[src/rtl/regfile_pkg.sv]
package regfile_pkg;

  // True when an entry index lies inside the banked working-set window.
  function automatic logic in_window(input int idx, input int first, input int last);
    return (idx >= first) && (idx <= last);
  endfunction

endpackage

[src/rtl/rf_bank_ctl.sv]
module rf_bank_ctl (
  input  logic clk,
  input  logic rst_n,
  input  logic xchg,
  output logic bank_q
);
  // The exchange only flips the selector; register contents never move.
  always_ff @(posedge clk) begin
    if (!rst_n) bank_q <= 1'b0;
    else if (xchg) bank_q <= ~bank_q;
  end
endmodule

[src/rtl/rf_store.sv]
module rf_store #(
  parameter int DATA_W     = 16,
  parameter int NUM_REGS   = 16,
  parameter int BANK_FIRST = 4,
  parameter int BANK_LAST  = 11,
  localparam int ADDR_W    = $clog2(NUM_REGS)
) (
  input  logic                               clk,
  input  logic                               rst_n,
  input  logic                               bank_q,
  input  logic                               wr_en,
  input  logic [ADDR_W-1:0]                  wr_addr,
  input  logic [DATA_W-1:0]                  wr_data,
  output logic [NUM_REGS-1:0][DATA_W-1:0]    view
);
  import regfile_pkg::*;

  logic [NUM_REGS-1:0] hit;

  always_comb begin
    hit = '0;
    if (wr_en) hit[wr_addr] = 1'b1;
  end

  for (genvar i = 0; i < NUM_REGS; i++) begin : g_ent
    if (i == 0) begin : g_zero
      assign view[i] = '0;
    end else if (in_window(i, BANK_FIRST, BANK_LAST)) begin : g_banked
      logic [DATA_W-1:0] pri_q;
      logic [DATA_W-1:0] alt_q;
      // bank_q is the pre-toggle value at this edge, so a write in the
      // same cycle as an exchange goes to the old bank.
      always_ff @(posedge clk) begin
        if (!rst_n) begin
          pri_q <= '0;
          alt_q <= '0;
        end else if (hit[i]) begin
          if (bank_q) alt_q <= wr_data;
          else        pri_q <= wr_data;
        end
      end
      assign view[i] = bank_q ? alt_q : pri_q;
    end else begin : g_shared
      logic [DATA_W-1:0] val_q;
      always_ff @(posedge clk) begin
        if (!rst_n)      val_q <= '0;
        else if (hit[i]) val_q <= wr_data;
      end
      assign view[i] = val_q;
    end
  end
endmodule

[src/rtl/rf_read_port.sv]
module rf_read_port #(
  parameter int DATA_W   = 16,
  parameter int NUM_REGS = 16,
  localparam int ADDR_W  = $clog2(NUM_REGS)
) (
  input  logic [NUM_REGS-1:0][DATA_W-1:0] view,
  input  logic [ADDR_W-1:0]               addr,
  output logic [DATA_W-1:0]               data
);
  assign data = view[addr];
endmodule

[src/rtl/shadow_regfile.sv]
module shadow_regfile #(
  parameter int DATA_W     = 16,
  parameter int NUM_REGS   = 16,
  parameter int BANK_FIRST = 4,
  parameter int BANK_LAST  = 11,
  localparam int ADDR_W    = $clog2(NUM_REGS),
  localparam int NUM_RD    = 2
) (
  input  logic              clk,
  input  logic              rst_n,
  input  logic [ADDR_W-1:0] rd_a_addr,
  output logic [DATA_W-1:0] rd_a_data,
  input  logic [ADDR_W-1:0] rd_b_addr,
  output logic [DATA_W-1:0] rd_b_data,
  input  logic              wr_en,
  input  logic [ADDR_W-1:0] wr_addr,
  input  logic [DATA_W-1:0] wr_data,
  input  logic              xchg,
  output logic              bank_alt
);
  logic                            bank_q;
  logic [NUM_REGS-1:0][DATA_W-1:0] view;
  logic [NUM_RD-1:0][ADDR_W-1:0]   rd_addr;
  logic [NUM_RD-1:0][DATA_W-1:0]   rd_data;

  rf_bank_ctl u_bank (
    .clk    (clk),
    .rst_n  (rst_n),
    .xchg   (xchg),
    .bank_q (bank_q)
  );

  rf_store #(
    .DATA_W     (DATA_W),
    .NUM_REGS   (NUM_REGS),
    .BANK_FIRST (BANK_FIRST),
    .BANK_LAST  (BANK_LAST)
  ) u_store (
    .clk     (clk),
    .rst_n   (rst_n),
    .bank_q  (bank_q),
    .wr_en   (wr_en),
    .wr_addr (wr_addr),
    .wr_data (wr_data),
    .view    (view)
  );

  assign rd_addr[0] = rd_a_addr;
  assign rd_addr[1] = rd_b_addr;

  for (genvar p = 0; p < NUM_RD; p++) begin : g_rd
    rf_read_port #(
      .DATA_W   (DATA_W),
      .NUM_REGS (NUM_REGS)
    ) u_port (
      .view (view),
      .addr (rd_addr[p]),
      .data (rd_data[p])
    );
  end

  assign rd_a_data = rd_data[0];
  assign rd_b_data = rd_data[1];
  assign bank_alt  = bank_q;
endmodule

[config.mk]
export PLATFORM = sky130hd
export DESIGN_NAME = shadow_regfile
export DESIGN_NICKNAME = d
export VERILOG_FILES = /design/src/rtl/regfile_pkg.sv /design/src/rtl/rf_bank_ctl.sv /design/src/rtl/rf_store.sv /design/src/rtl/rf_read_port.sv /design/src/rtl/shadow_regfile.sv
export SDC_FILE = /design/constraint.sdc
export NUM_CORES = 1
export LEC_CHECK = 0
export BUFFER_PORTS_ARGS = -buffer_cell sky130_fd_sc_hd__buf_4
export CAP_MARGIN = 15
export CORE_UTILIZATION = 52
export CTS_CLUSTER_SIZE = 24
export DETAILED_ROUTE_END_ITERATION = 8
export GPL_TIMING_DRIVEN = 0
export PLACE_DENSITY = 0.72
export SYNTH_ARGS = -nofsm -noshare
export SYNTH_HDL_FRONTEND = slang
export SYNTH_SLANG_ARGS = --single-unit
[constraint.sdc]
create_clock -name clk -period 2.2 [get_ports clk]
set_clock_uncertainty 0.15 [all_clocks]
set_input_delay 0.22 -clock clk [delete_from_list [all_inputs] [get_ports clk]]
set_output_delay 0.22 -clock clk [all_outputs]
set_load 0.05 [all_outputs]
==> results.yml <==
route:
  wl_per_cell_um: 29.0
  drc: 0
  vias_per_cell: 6.62
  wl_met2_um: 36000
  detail_route.first_pass.iterations: 6
  highest_layer: "met4"
  wirelength_met1_um: 31300
  num_vias: 19600
  met3_routed_length_um: 11400
  final_antenna_net_count: 0
  initialDrtViolationCount: 2534
  routed_wirelength_um: 85800
setup_path:
  start_kind: "register"
  path_max_fanout: 8
  timing.critical_path.cells: "buf_12, nor2b_4, clkbuf_16, buf_4, buf_6, a22oi_2, a22oi_2, a211oi_4, buf_6"
  reg2reg_depth: 10
  cpPeakStageDelay_ps: 470
  timing.critical_path.arrival_ps: 2570
  critPathSlowestCell: "dfxtp_4"
  worstPathRequired_ps: 1830
  endpoint_kind: "primary output"
  worstSetupPathType: "reg2out"
synth:
  synth_fp_nets: 2291
  synth_area_leader_cell: "dfxtp_1"
  synthArstFlopShare_pct: 0
  syn-cell-area_sq_um: 20000
  synthTopCellsByArea: "dfxtp_1 37%, nand2_1 14%, a21boi_0 9.0%, mux4_2 9.0%, mux2i_1 8.8%"
  synth-main-ff-cell: "dfxtp_1"
  synth.avg_cell_area_sq_um: 8.86
  distinct_cell_type_count_of_the_synthesized_netlist: 41
  synthCells: 2259
  ys_warn_count: 0
  seq_area_frac_synth_pct: 36.9
  synth_common_cells: "757 x nand2_1, 369 x dfxtp_1, 241 x a21boi_0"
  synthDominantCellAreaShare_pct: 36.9
  yosys_register_bits: 369
  synth_enable_flop_cells: 0
  synth.most_common_cell: "nand2_1"
status:
  violations_in_the_final_reports: "setup timing"
  status: "finished with violations"
sta:
  worstMarginPinSlew_ps: 1250
  final_min_period_over_clock_period_pct: 134
  report.final.hold_viol_count: 0
  fin_hold_ws_ps: 148
  slew_headroom_pct: 16.6
  final_period_minus_worst_setup_slack_ps: 2940
  max_freq_mhz: 340
  final_max_slew_viol_count: 0
  worst_slack_ps: -744
  finalSetupViolations: 32
  totalNegativeSetupSlack_ps: -21670
  grt_setup_unrepaired: "yes"
power:
  pwr-share-seq_pct: 40.7
  power_frac_comb_pct: 16.9
  clkPwrFrac_pct: 42.4
  pwr_dens_nw_per_um2: 673
  static-leakage-power_uw: 0.00858
  post-layout-total-power_uw: 16700
  internal_power_uw: 11900
  netSwitchingPower_uw: 4850
  peak_supply_drop_mv: 0.605
  netSwitchingFraction_pct: 29.0
placed_design:
  placedInstanceArea_sq_um: 21700
  finalWeightedCongestion: 1.01
  io_buffer_count: 57
  hpwl_um: 60900
clock_tree:
  clkLatencyLatePin_ps: 590
  cts-buffers-inserted: 41
  cts_tree: "done"
  ctsRootBufferMaster: "clkbuf_16"
  cts.sinks: 369
  maximum_root_to_sink_buffer_count: 3
  cts-htree-levels: 2
  clkSlewWorstSetupHoldPaths_ps: 60
global_routing:
  globalRouteTotalUtil_pct: 43.7
  grt_remaining_overflow: 0
  grt_first_pass_wirelength_um: 123000
  antenna_found_initial: 2
  largest_net_degree_at_the_start_of_global_routing: 17
  grt_pass1_vias: 18700
die:
  fp.coreArea_sq_um: 37800
  die_area_sq_um: 39300
  die-width_um: 198
  start_util_pct: 53.0
  num_rows: 71
  ios: 65
  die_h_um: 198
final_layout:
  final_design_area_no_fill_sq_um: 24900
  area_delta_synth_final_pct: 24.4
  design.final.nets: 2448
  layout-drive-gt1-share_pct: 24.0
  final_core_util_pct: 65.9
flow_run:
  cap_violations: 0
min_path:
  min_path_cells: 5
  hold_class: "in2reg"
[worst max-delay path: cells and delay by family (launching register included)]
family / cells / cell delay (ps)
DFF: 1 / 470
buffers and inverters: 5 / 750
AOI/OAI and AO/OA: 3 / 580
and+or+nand+nor: 1 / 150
[per-layer routing]
metal	vias to the layer above	global-route usage, %
li1	8246	-
met1	9470	55.0
met2	1471	64.1
met3	387	13.0
met4	0	30.6
met5	-	0
[registers in the layout, indices dropped and copies added (netlist names)]
register                      flops
u_bank.bank_q                     1
u_store.g_ent.g_banked.alt_q    128
u_store.g_ent.g_banked.pri_q    128
u_store.g_ent.g_shared.val_q    112
[placed cells by master, fill, tap and decap left out, types with 4 or more instances in the layout]
cell           instances
buf_4                 81
a221o_1               16
clkbuf_1             101
mux2i_4               16
nand2_4                7
nor2_2                15
mux2_2                32
a21oi_1                5
buf_12                11
mux4_2                80
clkbuf_8              13
a2111oi_4             16
mux2i_1              160
buf_8                  8
nand3_1                4
buf_2                 35
clkinv_2              11
a221oi_1              27
a22oi_1               27
a211oi_4              16
buf_6                 49
nand2_2               10
nor2_4                24
a21boi_0             228
a22oi_2               37
a21boi_1             140
clkbuf_16             48
a21oi_2               10
nor2_1                16
bufinv_16              4
nand2_1              738
clkbuf_2               9
dfxtp_1              368
a221oi_2              19
dlygate4sd3_1         17
[stage by stage]
stage                     worst slack, ps  std cells
after floorplan                     -88.4       2259
after global placement               -943       2827
after detailed placement             -956       2828
after CTS                            -697       2936
after global routing                 -744       2957
final                                -744       2958
[final cells by class]
| class | instances | area [sq um] |
|---|---|---|
| repair buffers | 119 | 1200 |
| plain buffers | 204 | 1380 |
| multi-input cells | 1681 | 12900 |
| clock inverters | 19 | 224 |
| flip-flops and latches | 369 | 7390 |
| well taps | 511 | 639 |
| fillers | 2925 | 12900 |
| clock buffers | 54 | 1120 |
| diodes | 1 | 2.50 |
[path summary, 6_finish.rpt]
path	from	endpoint	slack, ps
worst min-delay path	wr_addr[2]	u_store.g_ent[10].g_banked.pri_q[4]	150
worst max-delay path	u_bank.bank_q	rd_b_data[15]	-740
worst min register to register	u_store.g_ent[11].g_banked.pri_q[10]	u_store.g_ent[11].g_banked.pri_q[10]	320
worst max register to register	u_bank.bank_q	u_store.g_ent[11].g_banked.pri_q[13]	30
[what timing repair did]
action                                  in CTS  in global routing
hold buffers                                17                  0
pin swaps                                   54                 29
endpoints found under the setup margin     149                213
gates resized for setup                    275                 50
setup buffers                               19                 20
gates cloned                                 3                  3
hold endpoints to repair                    49                  0
[power groups by stage]
stage	Sequential, uW	Clock [uW]	Combinational [uW]
5_1_grt	6820	7390	2870
3_3_place_gp	6950	0	2330
2_1_floorplan	6930	0	1540
3_5_place_dp	6950	0	2350
4_1_cts	6810	7110	2670
6_report	6820	7100	2830
[logic make-up (layout without fill, tap and decap cells)]
| logic type | after synthesis | after routing | share of synthesized area [%] |
|---|---|---|---|
| DFF | 369 | 369 | 36.9 |
| muxes | 288 | 288 | 19.6 |
| AOI/OAI and AO/OA | 544 | 544 | 21.1 |
| buffers and inverters | 209 | 396 | 4.99 |
| and+or+nand+nor | 848 | 848 | 17.3 |
| other | 0 | 1 | 0 |
| xor gates and xnor gates | 1 | 1 | 0.0438 |
No activity file was read; power rests on OpenSTA's default activity.
